### src/rtl/irq_ctrl_pkg.sv
package irq_ctrl_pkg;
    typedef enum logic [1:0] {
        ST_OPEN   = 2'd0,
        ST_ENTRY  = 2'd1,
        ST_SHADOW = 2'd2
    } seq_state_t;
endpackage

### src/rtl/irq_src_bank.sv
module irq_src_bank #(
    parameter int                N_SRC      = 4,
    parameter logic [N_SRC-1:0]  EVENT_MASK = '1
) (
    input  logic             clk,
    input  logic             rst_n,
    input  logic [N_SRC-1:0] src_in,
    input  logic [N_SRC-1:0] flag_clr,
    input  logic [N_SRC-1:0] take_clr,
    output logic [N_SRC-1:0] pending
);
    logic [N_SRC-1:0] flag_q;
    logic [N_SRC-1:0] flag_d;

    // New event wins over a clear in the same cycle; level bits never hold a flag
    assign flag_d = ((flag_q & ~flag_clr & ~take_clr) | src_in) & EVENT_MASK;

    always_ff @(posedge clk or negedge rst_n) begin
        if (!rst_n) flag_q <= '0;
        else        flag_q <= flag_d;
    end

    for (genvar i = 0; i < N_SRC; i++) begin : g_pend
        if (EVENT_MASK[i]) begin : g_event
            assign pending[i] = flag_q[i];
        end else begin : g_level
            assign pending[i] = src_in[i];
        end
    end
endmodule

### src/rtl/irq_prio_enc.sv
module irq_prio_enc #(
    parameter int N_SRC = 4,
    localparam int VEC_W = $clog2(N_SRC + 1)
) (
    input  logic [N_SRC-1:0] active,
    output logic [N_SRC-1:0] grant,
    output logic [VEC_W-1:0] win_vec,
    output logic             any
);
    logic [N_SRC:0] seen;
    assign seen[0] = 1'b0;

    for (genvar i = 0; i < N_SRC; i++) begin : g_chain
        assign grant[i]  = active[i] & ~seen[i];
        assign seen[i+1] = seen[i] | active[i];
    end

    assign any = seen[N_SRC];

    always_comb begin
        win_vec = '0;
        for (int i = N_SRC - 1; i >= 0; i--) begin
            if (active[i]) win_vec = VEC_W'(i + 1);
        end
    end
endmodule

### src/rtl/irq_seq_fsm.sv
module irq_seq_fsm
    import irq_ctrl_pkg::*;
(
    input  logic clk,
    input  logic rst_n,
    input  logic any_active,
    input  logic gie_set,
    input  logic gie_clr,
    input  logic reti,
    input  logic retired,
    output logic take,
    output logic gie,
    output logic ack
);
    seq_state_t state_q, state_d;

    always_comb begin
        take = (state_q == ST_OPEN) && gie && any_active && !gie_clr && !reti;
    end

    always_comb begin
        state_d = state_q;
        unique case (state_q)
            ST_OPEN:   if (reti) state_d = ST_SHADOW;
                       else if (take) state_d = ST_ENTRY;
            ST_ENTRY:  if (reti) state_d = ST_SHADOW;
                       else state_d = ST_OPEN;
            ST_SHADOW: if (!reti && retired) state_d = ST_OPEN;
            default:   state_d = ST_OPEN;
        endcase
    end

    always_ff @(posedge clk or negedge rst_n) begin
        if (!rst_n) state_q <= ST_OPEN;
        else        state_q <= state_d;
    end

    always_ff @(posedge clk or negedge rst_n) begin
        if (!rst_n)              gie <= 1'b0;
        else if (take)           gie <= 1'b0;
        else if (gie_clr)        gie <= 1'b0;
        else if (gie_set || reti) gie <= 1'b1;
    end

    always_comb begin
        ack = (state_q == ST_ENTRY);
    end
endmodule

### src/rtl/irq_vector_ctrl.sv
module irq_vector_ctrl #(
    parameter int               N_SRC      = 4,
    parameter logic [N_SRC-1:0] EVENT_MASK = 4'b0011,
    localparam int              VEC_W      = $clog2(N_SRC + 1)
) (
    input  logic             clk,
    input  logic             rst_n,
    input  logic [N_SRC-1:0] src_in,
    input  logic [N_SRC-1:0] src_en,
    input  logic [N_SRC-1:0] flag_clr,
    input  logic             gie_set,
    input  logic             gie_clr,
    input  logic             reti,
    input  logic             retired,
    output logic             irq_req,
    output logic [VEC_W-1:0] irq_vec,
    output logic             irq_ack
);
    logic [N_SRC-1:0] pending;
    logic [N_SRC-1:0] active;
    logic [N_SRC-1:0] grant;
    logic [N_SRC-1:0] take_clr;
    logic [VEC_W-1:0] win_vec;
    logic             any_active;
    logic             take;
    logic             gie;
    logic [VEC_W-1:0] vec_q;

    assign active   = pending & src_en;
    assign take_clr = take ? grant : '0;

    irq_src_bank #(.N_SRC(N_SRC), .EVENT_MASK(EVENT_MASK)) u_bank (
        .clk      (clk),
        .rst_n    (rst_n),
        .src_in   (src_in),
        .flag_clr (flag_clr),
        .take_clr (take_clr),
        .pending  (pending)
    );

    irq_prio_enc #(.N_SRC(N_SRC)) u_enc (
        .active  (active),
        .grant   (grant),
        .win_vec (win_vec),
        .any     (any_active)
    );

    irq_seq_fsm u_fsm (
        .clk        (clk),
        .rst_n      (rst_n),
        .any_active (any_active),
        .gie_set    (gie_set),
        .gie_clr    (gie_clr),
        .reti       (reti),
        .retired    (retired),
        .take       (take),
        .gie        (gie),
        .ack        (irq_ack)
    );

    always_ff @(posedge clk or negedge rst_n) begin
        if (!rst_n)    vec_q <= '0;
        else if (take) vec_q <= win_vec;
        else           vec_q <= '0;
    end

    assign irq_vec = vec_q;
    assign irq_req = any_active & gie;
endmodule

### config.mk
export PLATFORM = sky130hd
export DESIGN_NAME = irq_vector_ctrl
export DESIGN_NICKNAME = d
export VERILOG_FILES = /design/src/rtl/irq_ctrl_pkg.sv /design/src/rtl/irq_src_bank.sv /design/src/rtl/irq_prio_enc.sv /design/src/rtl/irq_seq_fsm.sv /design/src/rtl/irq_vector_ctrl.sv
export SDC_FILE = /design/constraint.sdc
export NUM_CORES = 1
export LEC_CHECK = 0
export ABC_AREA = 0
export BUFFER_PORTS_ARGS = -buffer_cell sky130_fd_sc_hd__buf_4
export CAP_MARGIN = 5
export CORE_MARGIN = 4
export CORE_UTILIZATION = 25
export CTS_CLUSTER_SIZE = 30
export DETAILED_ROUTE_END_ITERATION = 16
export PLACE_DENSITY = 0.54
export SKIP_LAST_GASP = 1
export SYNTH_ARGS = -nofsm -noshare
export SYNTH_HDL_FRONTEND = slang
export SYNTH_SLANG_ARGS = --single-unit
### constraint.sdc
create_clock -name clk -period 1.1 [get_ports clk]
set_input_delay 0.11 -clock clk [delete_from_list [all_inputs] [get_ports clk]]
set_output_delay 0.11 -clock clk [all_outputs]
set_load 0.02 [all_outputs]
==> qor.yml, run 1 <==
status: "finished with violations"
violations: "setup timing"
drt_iter0_markers: 1
finalSetupViolations: 3
drv_slew: 0
worst_clock_skew_ns: 0.00137
crit_fanout: 3
grt_pass1_vias: 336
vias: 356
avgSynthCellArea_um2: 10.3
ant_nets: 0
grt_pass1_wl_mm: 1.37
drive_gt1_share_pct: 51.6
antenna_found_initial: 0
layout_common_cells: "buf_4, dfrtp_1, nand3_1, nand2_1, buf_6"
reg2reg_depth: 4
core_area_um2: 1330
synth_cells: 35
synth.yosys.seq_area_share_pct: 55.7
numPortBuffers: 20
gp_congestion: 0.715
hpwl_um: 655
syn2layout_area_growth_pct: 76.3
setup_tns_ns: -0.229
postCtsSetupRepairBufs: 0
drt-pass1-iter-count: 2
ys_seq_elements: 8
yosys.cell_types.count: 14
syn_nets: 53
n_fill_cell: 135
rsz0062_at_grt: "yes"
die_h_um: 45.9
syn-cell-area_um2: 359
final_common_cell: "buf_4"
routed_via_density: 4.51
timing.fmax_mhz: 766
diodes: 0
hp-class: "input pin to flop"
fin_crit_ns: 1.31
dieArea_um2: 2110
fin_crit_sh_pct: 119
synth_top_area_share_pct: 55.7
num_io_pins: 23
relSlewSlack_pct: 82.8
worstMarginPinSlew_ns: 0.256
grtUsageTotal_pct: 9.45
yosys_warnings: 0
drcViolationCount: 0
clock_latency_ns: 0.25
rows: 13
wl_per_cell_um: 9.87
synthTopCellsByArea: "dfrtp_1, nand3_1, nor4_4"
power.leakage_nw: 0.305
setup_ws_ns: -0.206
path_class: "flop to output pin"
max_cap_violations: 0
fp.dieW_um: 45.9
initial_core_util_pct: 26.9
startpoint_type: "flop"
clockRootBuffer: "clkbuf_4"
path_clk_slew_ns: 0.05
wl_um: 780
synth_top_area_cell: "dfrtp_1"
hold_violations: 0
clk_path_buf_depth: 2
nets: 84
critPathCaptureType: "output pin"
dp.cells: 75
clkSinkCount: 8
power_density_nw_per_um2: 1060
cts_buffers: 3
critPathArrivalTime_ns: 1.20
hold_depth: 2
gr-total-overflow: 0
crit_required_ns: 0.99
grt_max_degree: 9
h-tree-depth: 1
peakVddDrop_uv: 626
final_cells: 79
tritoncts: "built"
==> Yosys cell counts, drive strengths merged <==
cell type  number
nor4            1
nor2b           2
nor2            2
nand3           5
nand4           1
a22oi           1
a31o            2
and2            1
dfrtp           8
nor3            1
a311oi          1
nand2           4
a21oi           3
inv             3
==> sequential cells by signal, summed over array words and instances, names as in the netlist <==
| name | cells |
|---|---|
| u_bank.flag_q | 2 |
| u_fsm.state_q | 2 |
| u_fsm.gie | 1 |
| irq_vec | 3 |
==> cells by family after synthesis <==
group	count (synthesis)	synth area share (%)
simple gates	17	27.5
flops	8	55.7
buf+inv	3	3.14
compound gates	7	13.6
==> stage by stage <==
stage | worst slack [ns] | utilization (%) | hold WS, ns | instance area, um2 | total power [mW]
6_report | -0.206 | 47.5 | 0.0434 | 633 | 0.670
5_1_grt | -0.301 | 47.5 | 0.0294 | 633 | 0.724
4_1_cts | -0.227 | 46.3 | 0.0354 | 618 | 0.682
3_5_place_dp | -0.0621 | 42.4 | -0.0637 | 566 | 0.445
3_3_place_gp | -0.0539 | 42.4 | -0.0660 | 566 | 0.444
2_1_floorplan | -0.0261 | - | -0.186 | 359 | 0.362
==> where the power goes <==
part / internal, mW / leakage (nW) / switching (mW)
clock network: 0.124 / 0.0138 / 0.0896
registers: 0.307 / 0.100 / 0.0127
logic: 0.0829 / 0.191 / 0.0532
total: 0.514 / 0.305 / 0.156
==> worst max-delay path, cell delays in order, from the launching register on <==
cell     delay (ns)
dfrtp_1        0.38
a22oi_2        0.19
nand3_2        0.11
and2_4         0.15
buf_6          0.12
==> layer usage <==
metal  GRT usage, %  vias up  share of wire [%]
li1               -      186                  -
met4           3.41        0               0.90
met1           12.4      153                 44
met3           5.93        2                 11
met2           12.4       15                 43
met5              0        -                  0
==> area by class of cell <==
cell class	instances	area, um2	area share [%]
repair buffers	26	213	33.6
flip-flops and latches	8	200	31.6
multi-input cells	24	168	26.5
clock buffers	3	22.5	3.56
well taps	15	18.8	2.96
inverters	3	11.3	1.78
==> worst paths after layout <==
check	to	slack [ns]	from
max	irq_req	-0.21	u_bank.flag_q[1]$_DFF_PN0_
min reg2reg	u_bank.flag_q[0]$_DFF_PN0_	0.51	u_bank.flag_q[0]$_DFF_PN0_
max reg2reg	irq_vec[2]$_DFF_PN0_	0	u_fsm.state_q[0]$_DFFE_PN0P_
max in group asynchronous	u_fsm.state_q[1]$_DFFE_PN0P_	0.76	rst_n
min	u_fsm.gie$_DFFE_PN0P_	0.04	gie_clr
min in group asynchronous	u_fsm.state_q[0]$_DFFE_PN0P_	0.22	rst_n
==> repair_timing <==
action / 4_1_cts / 5_1_grt
resized for setup: 5 / 3
hold buffers: 1 / 0
hold endpoints to repair: 8 / 0
endpoints found under the setup margin: 8 / 9
pin swaps: 6 / 3
No activity file was read; power rests on OpenSTA's default activity.
==> run 2: changes to the inputs <==
--- a/config.mk
+++ b/config.mk
@@ -10,10 +10,11 @@
 export CAP_MARGIN = 5
 export CORE_MARGIN = 4
 export CORE_UTILIZATION = 25
-export CTS_CLUSTER_SIZE = 30
+export CTS_CLUSTER_SIZE = 24
 export DETAILED_ROUTE_END_ITERATION = 16
 export PLACE_DENSITY = 0.54
 export SKIP_LAST_GASP = 1
 export SYNTH_ARGS = -nofsm -noshare
 export SYNTH_HDL_FRONTEND = slang
 export SYNTH_SLANG_ARGS = --single-unit
+export TNS_END_PERCENT = 30
==> qor.yml, run 2 (synthesis gave the netlist of run 1 again) <==
status: "finished with violations"
violations: "setup timing"
syn2layout_area_growth_pct: 73.2
drive_gt1_share_pct: 50.8
cts_buffers: 3
setup_tns_ns: -0.457
drt-pass1-iter-count: 2
place_area_um2: 566
critPathArrivalTime_ns: 1.23
design_area_um2: 622
gp_congestion: 0.756
worst_clock_skew_ns: 0.00230
grt_max_degree: 9
rsz0062_at_grt: "yes"
initial_core_util_pct: 26.9
path_clk_slew_ns: 0.05
gr-total-overflow: 0
diodes: 0
drv_slew: 0
h-tree-depth: 1
startpoint_type: "flop"
grt_pass1_vias: 350
worstMarginPinSlew_ns: 0.262
die_h_um: 45.9
rows: 13
routed_via_density: 4.40
drt_iter0_markers: 7
final_common_cell: "buf_4"
power_density_nw_per_um2: 1080
peakVddDrop_uv: 574
final_cells: 80
path_class: "flop to output pin"
grtUsageTotal_pct: 9.86
layout_common_cells: "buf_4, dfrtp_1, nand3_1, nand2_1"
grt_pass1_wl_mm: 1.40
reg2reg_depth: 4
finalSetupViolations: 7
dp.cells: 75
n_fill_cell: 134
dieArea_um2: 2110
numPortBuffers: 20
power.total_mw: 0.674
clk_path_buf_depth: 2
clkSinkCount: 8
critPathCaptureType: "output pin"
crit_required_ns: 0.99
hold_depth: 2
fin_crit_ns: 1.34
power.leakage_nw: 0.306
clockRootBuffer: "clkbuf_4"
nets: 85
wl_per_cell_um: 11.2
clock_latency_ns: 0.25
largest_reg_flops: 3
ant_nets: 0
fp.dieW_um: 45.9
timing.fmax_mhz: 744
setup_ws_ns: -0.244
hp-class: "input pin to flop"
max_cap_violations: 0
hpwl_um: 719
num_io_pins: 23
fin_crit_sh_pct: 122
crit_fanout: 3
core_area_um2: 1330
postLayoutCoreUtil_pct: 46.6
wl_um: 896
drcViolationCount: 0
vias: 352
hold_violations: 0
relSlewSlack_pct: 82.4
tritoncts: "built"
antenna_found_initial: 0
## run 2: worst max-delay path, cell delays in order (launching register included)
cell	delay, ns
dfrtp_1	0.38
a22oi_2	0.19
nand3_2	0.11
and2_4	0.17
buf_6	0.12
## run 2: where the power goes
| part | internal, mW | switching, mW | leakage [nW] |
|---|---|---|---|
| sequential | 0.307 | 0.0118 | 0.100 |
| combinational | 0.0828 | 0.0527 | 0.192 |
| clock | 0.125 | 0.0950 | 0.0138 |
| total | 0.515 | 0.159 | 0.306 |
## run 2: repair_timing
action | 4_1_cts | 5_1_grt
pin swaps | 2 | 0
gates resized for setup | 4 | 0
hold buffers | 1 | 0
endpoints found under the hold margin | 8 | 0
setup buffers | 1 | 0
endpoints found under the setup margin | 8 | 9
## run 2: through the flow
stage          hold slack, ns  setup WS, ns
2_1_floorplan          -0.186       -0.0273
3_3_place_gp          -0.0643       -0.0768
3_5_place_dp          -0.0617       -0.0693
4_1_cts                0.0312        -0.260
5_1_grt                0.0266        -0.321
6_report               0.0376        -0.244
## run 2: layer usage
layer | GRT usage [%] | share of wire (%)
met1 | 10.5 | 39
met2 | 15.9 | 51
met3 | 4.74 | 7.9
met4 | 5.11 | 1.9
met5 | 0 | 0
## run 2: final timing paths
| kind | from | to | slack, ns |
|---|---|---|---|
| min reg2reg | u_bank.flag_q[0]$_DFF_PN0_ | u_bank.flag_q[0]$_DFF_PN0_ | 0.51 |
| max reg2reg | u_fsm.state_q[0]$_DFFE_PN0P_ | irq_vec[2]$_DFF_PN0_ | -0.05 |
| min | gie_clr | u_fsm.gie$_DFFE_PN0P_ | 0.04 |
| max in group asynchronous | rst_n | u_fsm.state_q[1]$_DFFE_PN0P_ | 0.75 |
| min in group asynchronous | rst_n | u_fsm.state_q[0]$_DFFE_PN0P_ | 0.22 |
| max | u_bank.flag_q[1]$_DFF_PN0_ | irq_req | -0.24 |
## run 2: cell type report
type	instances	area, um2	share of cell area, %
clock buffer	3	22.5	3.62
inverter	3	11.3	1.81
multi-input combinational	24	160	25.8
sequential	8	200	32.2
tap	15	18.8	3.02
timing repair buffer	27	209	33.6
